## src/rtl/mixcol_pkg.sv

```systemverilog
package mixcol_pkg;

    localparam int unsigned BYTE_W   = 8;
    localparam int unsigned N_ROWS   = 4;
    localparam int unsigned N_COLS   = 4;
    localparam int unsigned N_BYTES  = N_ROWS * N_COLS;
    localparam int unsigned STATE_W  = BYTE_W * N_BYTES;
    localparam int unsigned N_PROD   = N_BYTES * N_ROWS;
    localparam int unsigned CNT_W    = $clog2(N_PROD);
    localparam int unsigned ROW_W    = $clog2(N_ROWS);
    localparam int unsigned COL_W    = $clog2(N_COLS);
    localparam int unsigned IDX_W    = $clog2(N_BYTES);
    localparam int unsigned TBL_N    = 1 << BYTE_W;
    localparam int unsigned ORDER    = TBL_N - 1;
    localparam logic [BYTE_W-1:0] POLY_LO = 8'h1b;

    typedef enum logic [1:0] {
        ST_IDLE    = 2'd0,
        ST_RUN     = 2'd1,
        ST_PUBLISH = 2'd2
    } mc_state_e;

    // multiply by x in the field
    function automatic logic [BYTE_W-1:0] gf_xtime(input logic [BYTE_W-1:0] v);
        return {v[BYTE_W-2:0], 1'b0} ^ (v[BYTE_W-1] ? POLY_LO : '0);
    endfunction

    // generator 03 raised to e
    function automatic logic [BYTE_W-1:0] gf_pow_f(input int unsigned e);
        logic [BYTE_W-1:0] p;
        p = 8'h01;
        for (int unsigned i = 0; i < e; i++) begin
            p = p ^ gf_xtime(p);
        end
        return p;
    endfunction

    // discrete log base 03; zero maps to zero (never used)
    function automatic logic [BYTE_W-1:0] gf_log_f(input logic [BYTE_W-1:0] x);
        logic [BYTE_W-1:0] p;
        logic [BYTE_W-1:0] r;
        p = 8'h01;
        r = '0;
        for (int e = 0; e < int'(ORDER); e++) begin
            if (p == x) r = BYTE_W'(e);
            p = p ^ gf_xtime(p);
        end
        return r;
    endfunction

    // circulant coefficient k of the selected direction
    function automatic logic [BYTE_W-1:0] mix_coef_f(input logic inv, input logic [ROW_W-1:0] k);
        logic [BYTE_W-1:0] c;
        if (!inv) begin
            case (k)
                2'd0:    c = 8'h02;
                2'd1:    c = 8'h03;
                default: c = 8'h01;
            endcase
        end else begin
            case (k)
                2'd0:    c = 8'h0e;
                2'd1:    c = 8'h0b;
                2'd2:    c = 8'h0d;
                default: c = 8'h09;
            endcase
        end
        return c;
    endfunction

endpackage

```

## src/rtl/gf_log_rom.sv

```systemverilog
module gf_log_rom
    import mixcol_pkg::*;
(
    input  logic [BYTE_W-1:0] addr_i,
    output logic [BYTE_W-1:0] data_o
);
    logic [BYTE_W-1:0] rom [TBL_N];

    for (genvar g = 0; g < int'(TBL_N); g++) begin : g_ent
        localparam logic [BYTE_W-1:0] ENT = gf_log_f(BYTE_W'(g));
        assign rom[g] = ENT;
    end

    assign data_o = rom[addr_i];
endmodule

```

## src/rtl/gf_alog_rom.sv

```systemverilog
module gf_alog_rom
    import mixcol_pkg::*;
(
    input  logic [BYTE_W-1:0] addr_i,
    output logic [BYTE_W-1:0] data_o
);
    logic [BYTE_W-1:0] rom [TBL_N];

    for (genvar g = 0; g < int'(TBL_N); g++) begin : g_ent
        localparam logic [BYTE_W-1:0] ENT = gf_pow_f(g);
        assign rom[g] = ENT;
    end

    assign data_o = rom[addr_i];
endmodule

```

## src/rtl/gf_logmul.sv

```systemverilog
module gf_logmul
    import mixcol_pkg::*;
(
    input  logic [BYTE_W-1:0] data_i,
    input  logic [BYTE_W-1:0] coef_i,
    input  logic [BYTE_W-1:0] coef_log_i,
    output logic [BYTE_W-1:0] prod_o
);
    logic [BYTE_W-1:0] data_log;
    logic [BYTE_W:0]   log_sum;
    logic [BYTE_W-1:0] log_red;
    logic [BYTE_W-1:0] alog_val;

    gf_log_rom u_log (
        .addr_i (data_i),
        .data_o (data_log)
    );

    always_comb begin
        log_sum = {1'b0, data_log} + {1'b0, coef_log_i};
        if (log_sum >= (BYTE_W+1)'(ORDER)) begin
            log_red = BYTE_W'(log_sum - (BYTE_W+1)'(ORDER));
        end else begin
            log_red = log_sum[BYTE_W-1:0];
        end
    end

    gf_alog_rom u_alog (
        .addr_i (log_red),
        .data_o (alog_val)
    );

    always_comb begin
        if (data_i == '0) begin
            prod_o = '0;
        end else if (coef_i == 8'h01) begin
            prod_o = data_i;
        end else begin
            prod_o = alog_val;
        end
    end
endmodule

```

## src/rtl/mixcol_serial_engine.sv

```systemverilog
module mixcol_serial_engine
    import mixcol_pkg::*;
(
    input  logic               clk_i,
    input  logic               rst_ni,
    input  logic               start_i,
    input  logic               mode_inv_i,
    input  logic [STATE_W-1:0] state_i,
    output logic               busy_o,
    output logic               done_o,
    output logic [STATE_W-1:0] state_o
);
    mc_state_e st_q, st_d;

    logic [STATE_W-1:0] src_q;
    logic [STATE_W-1:0] work_q;
    logic               inv_q;
    logic [CNT_W-1:0]   cnt_q;
    logic [BYTE_W-1:0]  acc_q;

    logic [COL_W-1:0]   col;
    logic [ROW_W-1:0]   row;
    logic [ROW_W-1:0]   term;
    logic [ROW_W-1:0]   k_sel;
    logic [IDX_W-1:0]   src_idx;
    logic [IDX_W-1:0]   dst_idx;
    logic [BYTE_W-1:0]  src_byte;
    logic [BYTE_W-1:0]  coef;
    logic [BYTE_W-1:0]  coef_log;
    logic [BYTE_W-1:0]  prod;
    logic               last_term;
    logic               last_prod;

    // coefficient logarithms, fixed at elaboration
    logic [BYTE_W-1:0] clog_tab [2][N_ROWS];
    for (genvar m = 0; m < 2; m++) begin : g_mode
        for (genvar k = 0; k < int'(N_ROWS); k++) begin : g_k
            localparam logic [BYTE_W-1:0] CL = gf_log_f(mix_coef_f(m[0], ROW_W'(k)));
            assign clog_tab[m][k] = CL;
        end
    end

    // iteration decode: column, output row, input term
    assign col       = cnt_q[CNT_W-1 -: COL_W];
    assign row       = cnt_q[ROW_W +: ROW_W];
    assign term      = cnt_q[ROW_W-1:0];
    assign k_sel     = term - row;
    assign src_idx   = {col, term};
    assign dst_idx   = {col, row};
    assign last_term = (term == ROW_W'(N_ROWS - 1));
    assign last_prod = (cnt_q == CNT_W'(N_PROD - 1));

    assign src_byte  = src_q[STATE_W-1-BYTE_W*int'(src_idx) -: BYTE_W];
    assign coef      = mix_coef_f(inv_q, k_sel);
    assign coef_log  = clog_tab[inv_q][k_sel];

    gf_logmul u_mul (
        .data_i     (src_byte),
        .coef_i     (coef),
        .coef_log_i (coef_log),
        .prod_o     (prod)
    );

    // state register
    always_ff @(posedge clk_i) begin
        if (!rst_ni) begin
            st_q <= ST_IDLE;
        end else begin
            st_q <= st_d;
        end
    end

    // transitions: launch, last product, release
    always_comb begin
        st_d = st_q;
        unique case (st_q)
            ST_IDLE:    if (start_i) st_d = ST_RUN;
            ST_RUN:     if (last_prod) st_d = ST_PUBLISH;
            ST_PUBLISH: st_d = ST_IDLE;
            default:    st_d = ST_IDLE;
        endcase
    end

    // datapath registers
    always_ff @(posedge clk_i) begin
        if (!rst_ni) begin
            src_q  <= '0;
            work_q <= '0;
            inv_q  <= 1'b0;
            cnt_q  <= '0;
            acc_q  <= '0;
        end else begin
            unique case (st_q)
                ST_IDLE: begin
                    if (start_i) begin
                        src_q <= state_i;
                        inv_q <= mode_inv_i;
                        cnt_q <= '0;
                        acc_q <= '0;
                    end
                end
                ST_RUN: begin
                    cnt_q <= cnt_q + 1'b1;
                    if (term == '0) begin
                        acc_q <= prod;
                    end else begin
                        acc_q <= acc_q ^ prod;
                    end
                    if (last_term) begin
                        work_q[STATE_W-1-BYTE_W*int'(dst_idx) -: BYTE_W] <= acc_q ^ prod;
                    end
                end
                default: ;
            endcase
        end
    end

    // outputs
    always_ff @(posedge clk_i) begin
        if (!rst_ni) begin
            state_o <= '0;
            done_o  <= 1'b0;
        end else begin
            done_o <= 1'b0;
            if (st_q == ST_PUBLISH) begin
                state_o <= work_q;
                done_o  <= 1'b1;
            end
        end
    end

    assign busy_o = (st_q != ST_IDLE);

endmodule

```

## config.mk

```make
export PLATFORM = sky130hd
export DESIGN_NAME = mixcol_serial_engine
export DESIGN_NICKNAME = d
export VERILOG_FILES = /design/src/rtl/mixcol_pkg.sv /design/src/rtl/gf_log_rom.sv /design/src/rtl/gf_alog_rom.sv /design/src/rtl/gf_logmul.sv /design/src/rtl/mixcol_serial_engine.sv
export SDC_FILE = /design/constraint.sdc
export NUM_CORES = 1
export LEC_CHECK = 0
export BUFFER_PORTS_ARGS = -buffer_cell sky130_fd_sc_hd__buf_2
export CORE_ASPECT_RATIO = 1.2
export CORE_MARGIN = 10
export CORE_UTILIZATION = 54
export CTS_CLUSTER_DIAMETER = 60
export DETAILED_ROUTE_END_ITERATION = 16
export PLACE_DENSITY_LB_ADDON = 0.1
export SYNTH_ARGS = -nofsm -noshare
export SYNTH_HDL_FRONTEND = slang
export SYNTH_HIERARCHICAL = 1
export SYNTH_SLANG_ARGS = --single-unit
```

## constraint.sdc

```tcl
create_clock -name clk_i -period 9.7 [get_ports clk_i]
set_clock_uncertainty 0.2 [all_clocks]
set_input_delay 1.94 -clock clk_i [delete_from_list [all_inputs] [get_ports clk_i]]
set_output_delay 1.94 -clock clk_i [all_outputs]
set_load 0.01 [all_outputs]
```

==> flow_metrics.tcl <==
set metrics [dict create \
    slowest_stage "o311ai_0" \
    synth_area_mm2 0.02373 \
    synth_top_cell_by_area "dfxtp_1" \
    hp-class "reg -> reg" \
    slew_headroom_pct 25.25 \
    ir_drop_mv 0.2144 \
    cp-end-kind "flop" \
    status "completed" \
    synthFlopType "dfxtp_1" \
    hold_viol 0 \
    yosys.cell_count.top_type "nand2_1" \
    overflow 0 \
    grt_pass1_wl_mm 151.9 \
    power_frac_seq_pct 19.2 \
    p_clk_share_pct 15.6 \
    period_minus_slack_ns 9.489 \
    pin_count 262 \
    detail-route-antenna-nets 0 \
    synth.ff_latch_count 402 \
    die_h_um 249.6 \
    wl_mm 101.3 \
    viasPerCell 6.504 \
    grt_pass1_vias 25280 \
    crit_type "reg -> reg" \
    grt_util_all_layers_pct 36.50 \
    crit_required_ns 9.92 \
    synth.area.mux_share_pct 4.930 \
    yosysUniqueCellTypes 99 \
    holdBufCountCts 0 \
    synth_area_leaders "dfxtp_1 (34%), nand2_1 (12%), a21boi_0 (8.8%), o211a_1 (5.1%), ha_1 (2.8%)" \
    initial_core_util_pct 54.41 \
    powerDensity_mw_per_mm2 309.0 \
    clkSinkCount 402 \
    synth_fa_ha_area_share_pct 2.931 \
    worst_pin_slew_ns 1.121 \
    nets 3597 \
    regToRegSetupSlack_ns 0.21 \
    synth-seq-area-share_pct 33.91 \
    drt-initial-drc-count 3446 \
    p_int_w 0.004866 \
    arrival_ns 9.71 \
    combPwrFrac_pct 65.2 \
    routedWlPerCell_um 25.36 \
    gp_routability_congestion 1.059 \
    coreArea_mm2 0.04362 \
    netSwitchingFraction_pct 45.90 \
    port_buffers 261 \
    p_sw_w 0.004129 \
    synth_edf_count 0 \
    netlist.area_leader.share_pct 33.91 \
    syn_area_per_cell_um2 7.913 \
    numCtsBuffers 34 \
    drc 0 \
    p_leak_nw 13.06 \
    synth_top_family_by_area "compound AO/OA/AOI/OAI gates" \
    max_freq_ghz 0.1054 \
    vias 25960 \
    period_share_pct 97.83 \
    syn2layout_area_growth_pct 22.68 \
    async_flop_share_pct 0 \
    dieArea_mm2 0.05277 \
    synth-compound-area-share_pct 29.14 \
    hpwl_mm 73.26 \
    num_rows 84 \
    htree_levels 2 \
    grt_max_degree 208 \
    startpoint_type "flop" \
    maxCapViolCount 0 \
    total_power_w 0.008996 \
    drive_gt1_share_pct 24.07 \
    clk_pin_slew_ns 0.07 \
    grt_antenna_before_repair 2 \
    cts-root-buf "clkbuf_16" \
    slowest_delay_ns 0.56 \
    fillers 3341 \
    dr.pass1.iters 7 \
    crit_fanout 18 \
    clk_latency_ns 0.52 \
    final-max-slew-violation-count 0 \
    fp.dieW_um 211.4 \
    synthXorXnorAreaFrac_pct 0.7276 \
    synth_commonest_cells "nand2_1 (755), dfxtp_1 (402), a21boi_0 (279)" \
    yosys_warnings 6 \
    final.setup.tns_ns 0 \
    cp_common_cell "buf_4" \
    syn_inst 2999 \
    cts_tree "built" \
    yosys.area_share.simple_pct 22.33 \
    setup_viol 0 \
    clock_path_buffers 3 \
]
[registers in the layout, summed over array words and instances, names as in the netlist]
signal,cells
inv_q,1
cnt_q,6
state_o,128
st_q,2
done_o,1
work_q,128
acc_q,8
src_q,128
[layer usage]
layer	GRT usage, %	vias up	routed length, µm
met5	0	-	22
met4	19.83	4	6390
met1	44.09	12400	38220
met2	60.12	1673	47190
li1	-	11460	-
met3	6.859	419	9436
[final timing paths]
path	startpoint	endpoint	cells after the start
max reg2reg	cnt_q[1]	work_q[11]	35
max	cnt_q[1]	work_q[11]	35
min reg2reg	work_q[31]	work_q[31]	2
min	work_q[31]	work_q[31]	2
[critical path, delay by kind of cell (launching register included)]
kind | cells | cell delay [ns]
multiplexers | 4 | 1.68
adder cells (fa/ha/maj) | 1 | 0.34
buffers and inverters | 9 | 1.71
AND/OR/NAND/NOR | 6 | 0.77
AO/OA/AOI/OAI | 14 | 3.83
flip-flops | 1 | 0.43
XOR/XNOR | 1 | 0.39
[logic make-up after synthesis]
| kind of cell | count (synthesis) |
|---|---|
| AO/OA/AOI/OAI | 931 |
| XOR/XNOR | 18 |
| buffers and inverters | 325 |
| other | 1 |
| multiplexers | 85 |
| AND/OR/NAND/NOR | 1182 |
| adder cells (fa/ha/maj) | 55 |
| flip-flops | 402 |
[stage by stage]
step / setup slack (ns) / hold WS, ns / cells / cell area [µm²] / utilization [%]
finish: 0.2106 / 0.2592 / 3992 / 29110 / 66.75
global route: -0.05944 / 0.2893 / 3991 / 29110 / 66.74
CTS: 0.001591 / 0.2575 / 3984 / 29000 / 66.48
detailed placement: 0.1106 / 0.2472 / 3926 / 27870 / 63.90
global placement: 0.1144 / 0.2457 / 3926 / 27870 / 63.90
floorplan: 0.1662 / 0.2353 / 3002 / 23750 / -
[area by class of cell]
class                           count  area [µm²]  area share, %
Inverter                           35       131.4         0.4513
Sequential cell                   402        8054          27.66
Timing Repair Buffer              661        4594          15.78
Tap cell                          559       699.4          2.402
Clock inverter                     10       108.9         0.3739
Clock buffer                       48        1017          3.494
Multi-Input combinational cell   2276       14510          49.82
Antenna cell                        1       2.502       0.008596
[repair_timing]
action                     in CTS  in global routing
resized for setup               0                 16
setup endpoints to repair       0                127
setup buffers                   0                  6
[power by group through the flow]
stage                     Sequential [W]  Clock [W]  Combinational, W
after floorplan                  0.00175          0           0.00268
after global placement           0.00176          0           0.00561
after detailed placement         0.00176          0           0.00557
after CTS                        0.00173    0.00140           0.00560
after global routing             0.00173    0.00146           0.00609
final                            0.00173    0.00140           0.00586
[layout by cell type, fill, tap and decap left out, types with 37 or more instances in the layout]
master / n
clkbuf_16: 37
buf_2: 260
nand2_1: 755
a21boi_0: 279
dfxtp_1: 399
nand3_1: 62
nand2b_1: 48
mux2i_1: 57
nor2b_1: 40
ha_1: 53
nor3_1: 54
o211a_1: 121
nor2_1: 104
o21ai_0: 113
buf_4: 378
a21oi_1: 110
No activity file was read; power rests on OpenSTA's default activity.
